==> config.mk <==
export PLATFORM = sky130hd
export DESIGN_NAME = redir_window
export DESIGN_NICKNAME = d
export VERILOG_FILES = /design/src/rtl/redir_window.sv
export SDC_FILE = /design/constraint.sdc
export NUM_CORES = 2
export LEC_CHECK = 0
export BUFFER_PORTS_ARGS = -buffer_cell sky130_fd_sc_hd__buf_2
export CORE_AREA = 2 2 651 653
export DETAILED_ROUTE_END_ITERATION = 10
export DIE_AREA = 0 0 653 655
export PLACE_DENSITY_LB_ADDON = 0.08
export SETUP_SLACK_MARGIN = 0.4
export SYNTH_ARGS = -nofsm -noshare
export SYNTH_HDL_FRONTEND = slang
export SYNTH_SLANG_ARGS = --single-unit
export TNS_END_PERCENT = 20
==> constraint.sdc <==
create_clock -name clk -period 4.2 [get_ports clk]
set_clock_uncertainty 0.15 [all_clocks]
set_input_delay 0.21 -clock clk [delete_from_list [all_inputs] [get_ports clk]]
set_output_delay 0.21 -clock clk [all_outputs]
set_load 0.02 [all_outputs]
==> src/rtl/redir_window.sv <==
module redir_window #(
  parameter int         NUM_PINS = 24,
  parameter int         ADDR_W   = 12,
  parameter int         ID_W     = 4,
  parameter logic [7:0] VERSION  = 8'h20,
  parameter logic [7:0] SEL_OFS  = 8'h00,
  parameter logic [7:0] WIN_OFS  = 8'h10
) (
  input  logic                     clk,
  input  logic                     rst_n,
  input  logic                     bus_en,
  input  logic                     bus_we,
  input  logic [ADDR_W-1:0]        bus_addr,
  input  logic [2:0]               bus_size,
  input  logic [31:0]              bus_wdata,
  output logic [31:0]              bus_rdata,
  output logic                     bus_rvalid,
  input  logic [NUM_PINS-1:0]      rirr_set,
  input  logic [NUM_PINS-1:0]      rirr_clr,
  input  logic [NUM_PINS-1:0]      dlv_busy,
  output logic                     svc_req,
  output logic [64*NUM_PINS-1:0]   tbl_flat
);

  localparam logic [63:0] ENTRY_RST = 64'h0000_0000_0001_0000;
  localparam logic [6:0]  NPINS7    = 7'(NUM_PINS);
  localparam logic [31:0] VER_WORD  = 32'(VERSION) | (32'(NUM_PINS - 1) << 16);
  localparam int          B_BUSY = 12, B_RIRR = 14, B_TRIG = 15;

  logic [7:0]    sel;
  logic [ID_W-1:0] id;
  logic [63:0]   tbl    [NUM_PINS];
  logic [63:0]   tbl_nx [NUM_PINS];
  logic [31:0]   rd_nx;
  logic [31:0]   half_rd;
  logic [NUM_PINS-1:0] wr_hit;

  wire [7:0] sel_off  = sel - 8'h10;
  wire [6:0] tidx     = sel_off[7:1];
  wire       tbl_hit  = (sel >= 8'h10) && (tidx < NPINS7);
  wire       at_sel   = bus_addr[7:0] == SEL_OFS;
  wire       at_win   = bus_addr[7:0] == WIN_OFS;
  wire       size_ok  = bus_size == 3'd4;
  wire       win_wr   = bus_en && bus_we && at_win && size_ok;
  wire       tbl_wr   = win_wr && tbl_hit;
  wire       rd_req   = bus_en && !bus_we;
  wire       unused_ok = &{1'b0, sel_off[0], bus_addr[ADDR_W-1:8]};

  always_comb begin
    for (int i = 0; i < NUM_PINS; i++) begin
      logic [63:0] e;
      logic        rp;
      e  = tbl[i];
      rp = (e[B_RIRR] | rirr_set[i]) & ~rirr_clr[i];
      if (wr_hit[i]) begin
        if (sel[0]) e[63:32] = bus_wdata;
        else        e[31:0]  = bus_wdata;
      end
      e[B_RIRR] = rp && !(wr_hit[i] && !e[B_TRIG]);
      e[B_BUSY] = dlv_busy[i];
      tbl_nx[i] = e;
    end
  end

  always_comb begin
    half_rd = '0;
    for (int i = 0; i < NUM_PINS; i++)
      if (tidx == 7'(i)) half_rd = sel[0] ? tbl[i][63:32] : tbl[i][31:0];
  end

  always_comb begin
    rd_nx = '0;
    if (at_sel) rd_nx = {24'b0, sel};
    else if (at_win && size_ok) begin
      case (sel)
        8'h00, 8'h02: rd_nx = 32'(id) << 24;
        8'h01:        rd_nx = VER_WORD;
        default:      rd_nx = tbl_hit ? half_rd : 32'b0;
      endcase
    end
  end

  always_ff @(posedge clk or negedge rst_n) begin
    if (!rst_n) begin
      sel        <= '0;
      id         <= '0;
      svc_req    <= 1'b0;
      bus_rvalid <= 1'b0;
      bus_rdata  <= '0;
      for (int i = 0; i < NUM_PINS; i++) tbl[i] <= ENTRY_RST;
    end else begin
      if (bus_en && bus_we && at_sel) sel <= bus_wdata[7:0];
      if (win_wr && sel == 8'h00) id <= bus_wdata[24 +: ID_W];
      svc_req    <= tbl_wr;
      bus_rvalid <= rd_req;
      if (rd_req) bus_rdata <= rd_nx;
      for (int i = 0; i < NUM_PINS; i++) tbl[i] <= tbl_nx[i];
    end
  end

  genvar g;
  generate
    for (g = 0; g < NUM_PINS; g++) begin : g_pin
      assign wr_hit[g] = tbl_wr && (tidx == 7'(g));
      assign tbl_flat[64*g +: 64] = tbl[g];

      p_ro_keep_r8: assert property (@(posedge clk) disable iff (!rst_n)
        wr_hit[g] && !rirr_set[g] && !rirr_clr[g] |=>
          tbl[g][B_RIRR] == ($past(tbl[g][B_RIRR]) && tbl[g][B_TRIG]));

      p_edge_clear_r9: assert property (@(posedge clk) disable iff (!rst_n)
        wr_hit[g] |=> (tbl[g][B_TRIG] || !tbl[g][B_RIRR]));
    end
  endgenerate

  p_svc_after_write_r10: assert property (@(posedge clk) disable iff (!rst_n)
    tbl_wr |=> svc_req);

  p_badsize_nowrite_r3: assert property (@(posedge clk) disable iff (!rst_n)
    bus_en && bus_we && at_win && !size_ok |=> !svc_req);

  p_badsize_read_r3: assert property (@(posedge clk) disable iff (!rst_n)
    bus_en && !bus_we && at_win && !size_ok |=> bus_rdata == 32'b0);

  p_rvalid_r11: assert property (@(posedge clk) disable iff (!rst_n)
    bus_en && !bus_we |=> bus_rvalid);

endmodule

==> flow_summary.yaml <==
timing:
  fin_ws_ps: 271.5
  hold_viol_final: 0
  rsz0062_at_grt: "yes"
  whs_ps: 111.0
  relSlewSlack_pct: 27.14
  max_freq_ghz: 0.2545
  setup_viol: 0
  maxSlewViolCount: 0
  fin_crit_ps: 3929
  worstMarginPinSlew_ps: 1093
  post-route-period-util_pct: 93.54
global_routing:
  grt_pass1_wl_um: 746900
  grt_max_degree: 135
  antenna_found_initial: 75
  grt_overflow: 0
  grt_usage_pct: 26.96
  grt_pass1_vias: 63760
worst_hold_path:
  worstHoldStart: "rirr_set[9]"
  hold_depth: 4
  hold_end: "tbl_flat[590]$_DFF_PN0_"
  hold_class: "in2reg"
floorplanning:
  fp-row-count: 239
  core_um2: 421600
  die-height_um: 655
  die_x_um: 653
  die_area_um2: 427700
  start_util_pct: 17.78
  boundaryPins: 1693
setup_path:
  startpoint: "sel[5]$_DFFE_PN0P_"
  critPathTopFamily: "compound AO/OA/AOI/OAI gates"
  r2r_end: "bus_rdata[6]$_DFFE_PN0P_"
  critPathArrivalTime_ps: 4570
  crit_type: "reg2reg"
  crit_path_max_incr_delay_ps: 460
  crit_required_ps: 4840
  crit_path_end_kind: "flip-flop"
  r2r_start: "sel[5]$_DFFE_PN0P_"
  cp-start-kind: "flip-flop"
  crit_buf_inv: 6
  crit_path_frequent_cell: "buf_6"
  crit_chain: "inv_2 > ha_4 > nor3b_4 > a32oi_4 > buf_12 > or3_4 > buf_6 > o211ai_1 > a21oi_2 > buf_6 > o2111a_2 > buf_12 > o2111ai_4 > buf_6 > a21oi_2"
  crit_slowest_cell: "o211ai_1"
  worst-r2r-setup-slack_ps: 270
  reg2reg_depth: 15
  crit_fanout: 6
cells_and_area:
  area_growth_pct: 39.30
  fill_cells: 44930
  utilization_pct: 24.76
  layout-drive-gt1-share_pct: 50.13
  seq_area_um2: 39630
  fin_nets: 8004
  multiInputGateArea_um2: 34310
  stdcell_count: 13630
power:
  power_uw: 36530
  power_frac_comb_pct: 5.2
  peakVddDrop_uv: 333.6
  p_switching_uw: 9625
  power_density_nw_per_um2: 349.9
  p_int_uw: 26900
  seq_power_share_pct: 41.9
  leakage_uw: 0.05255
  p_clk_share_pct: 52.8
  switching_share_pct: 26.35
clock_tree:
  cts_sinks: 1582
  cts_tree: "yes"
  cts_buffers: 216
  cts_root_buf: "clkbuf_16"
  clk_latency_ps: 990
  clk_pin_slew_ps: 60
  clockBufferDepth: 4
  htree_levels: 4
job:
  max_cap_viol_count: 0
drt:
  drtIter0Drc: 4449
  drcViolationCount: 0
  first_pass_iters: 5
  wl_um: 596900
  wire_per_inst_um: 43.79
  vias: 62700
  viasPerCell: 4.600
  ant_nets: 0
place:
  pre_cts_ws_ps: -1039
  dpl.hpwl_um: 460300
  dp.cells: 12960
  gp_congestion: 0.8378
  io_buffers: 1688
synthesis:
  synth_cells: 5749
  syn_nets: 5874
  netlist_area_um2: 74950
  ys_warn_count: 0
  synth_edf_count: 0
  yosys_most_used_dff: "dfrtp_1"
  syn_area_per_cell_um2: 13.04
  synth-seq-cells: 1582
  synthDistinctLibCells: 83
  ys_async_sr_fraction_pct: 100.0
  yosysSeqAreaShare_pct: 52.86
run_status:
  outcome: "finished, final reports clean"
## worst max-delay path by stage
stage	endpoint	slack, ps	depth (start not counted)
2_1_floorplan	tbl_flat[609]$_DFFE_PN0P_	610	12
3_3_place_gp	bus_rdata[17]$_DFFE_PN0P_	-1070	11
3_5_place_dp	bus_rdata[17]$_DFFE_PN0P_	-1040	11
4_1_cts	bus_rdata[6]$_DFFE_PN0P_	260	15
5_1_grt	bus_rdata[6]$_DFFE_PN0P_	220	15
6_report	bus_rdata[6]$_DFFE_PN0P_	270	15
## worst reg2reg max path: cells and delay by family (launching register included)
family	cells	cell delay, ps
adder cells (fa/ha/maj)	1	300
AND/OR/NAND/NOR	2	650
buffers and inverters	6	930
flip-flops	1	410
AO/OA/AOI/OAI	6	1360
## state kept, by name, indices dropped and copies added (netlist names)
name,cells
sel,8
bus_rdata,32
tbl_flat,1536
bus_rvalid,1
svc_req,1
id,4
## cells in the mapped netlist, drive strengths merged (10+ instances only)
cell type  number  share of area (%)
a211oi         79               0.79
a21oi         238                1.6
a221oi         56               0.65
a22oi          21               0.21
a31oi          14               0.12
buf           275                2.1
clkbuf        278                1.4
dfrtp        1558                 52
dfstp          24               0.84
mux2         1680                 25
mux2i         515                6.9
mux4           26               0.78
nand2         183               0.98
nand3          33               0.22
nand4          10              0.083
nor2          155               0.81
nor2b          21               0.18
nor3           65               0.47
nor4           15               0.13
o2111ai        16               0.19
o211ai         44               0.44
o21ai         183                1.2
o221ai         16               0.19
o22ai          66               0.55
## placed cells by master (no fill, tap or decap), types with 21 or more instances in the layout
cell | Yosys | layout
a221oi_1 | 56 | 42
nor3_1 | 60 | 43
o21ai_0 | 178 | 155
dfstp_2 | 24 | 24
o22ai_1 | 66 | 61
clkbuf_8 | 0 | 47
a21oi_2 | 0 | 21
diode_2 | 0 | 35
buf_12 | 0 | 91
mux2i_1 | 515 | 507
a211oi_1 | 79 | 69
mux4_2 | 26 | 26
buf_2 | 213 | 1656
nand3_1 | 33 | 21
o211ai_1 | 44 | 44
clkinv_2 | 0 | 36
dfrtp_1 | 1558 | 1553
mux2_2 | 1091 | 1091
nand2_1 | 163 | 121
clkbuf_16 | 0 | 220
buf_6 | 13 | 27
dlygate4sd3_1 | 0 | 185
clkbuf_1 | 277 | 62
mux2_1 | 589 | 589
buf_4 | 37 | 495
nand2_2 | 20 | 57
a21oi_1 | 238 | 211
nor2_1 | 153 | 134
## routing by layer
| metal | global-route usage (%) | wire (µm) | up-vias |
|---|---|---|---|
| li1 | - | - | 25560 |
| met1 | 32.27 | 238500 | 34250 |
| met2 | 47.86 | 300000 | 2364 |
| met3 | 5.845 | 36040 | 523 |
| met4 | 8.353 | 22250 | 4 |
| met5 | 0 | 22 | - |
## cells by family (layout without fill, tap and decap cells)
group / count (synthesis) / after routing / synth area share [%]
other cells: 0 / 35 / 0
mux: 2221 / 2221 / 32.90
simple gates: 541 / 541 / 3.464
fa+ha+maj: 2 / 2 / 0.03338
flops: 1582 / 1582 / 52.86
compound gates: 840 / 840 / 7.233
buf+inv: 562 / 2866 / 3.502
xor+xnor: 1 / 1 / 0.01169
## timing repair
action,4_1_cts,5_1_grt
endpoints found under the hold margin,2341,0
pin swaps,71,29
buffers inserted,37,17
setup endpoints to repair,986,271
gates resized for setup,226,40
hold buffers,186,0
cloned,4,0
## stage by stage
step                      setup TNS [ps]  area (µm²)
after floorplan                        0       74950
after global placement            -14470       93350
after detailed placement          -10510       93380
after CTS                              0      104000
after global routing                   0      104300
final                                  0      104400
## final cells by class
| cell class | instances | area share (%) |
|---|---|---|
| diodes | 35 | 0.08389 |
| clock buffers | 328 | 6.102 |
| clock inverters | 64 | 0.7370 |
| inverters | 9 | 0.03236 |
| multi-input cells | 3605 | 32.86 |
| flip-flops and latches | 1582 | 37.96 |
| well taps | 5543 | 6.643 |
| repair buffers | 2465 | 15.58 |
## power groups by stage
| stage | combinational, µW | sequential, µW | clock (µW) |
|---|---|---|---|
| after floorplan | 434 | 15600 | 0 |
| after global placement | 1770 | 15600 | 0 |
| after detailed placement | 1770 | 15600 | 0 |
| after CTS | 1960 | 15300 | 19900 |
| after global routing | 2010 | 15300 | 20400 |
| final | 1900 | 15300 | 19300 |
Power figures use the tool's default switching activity.
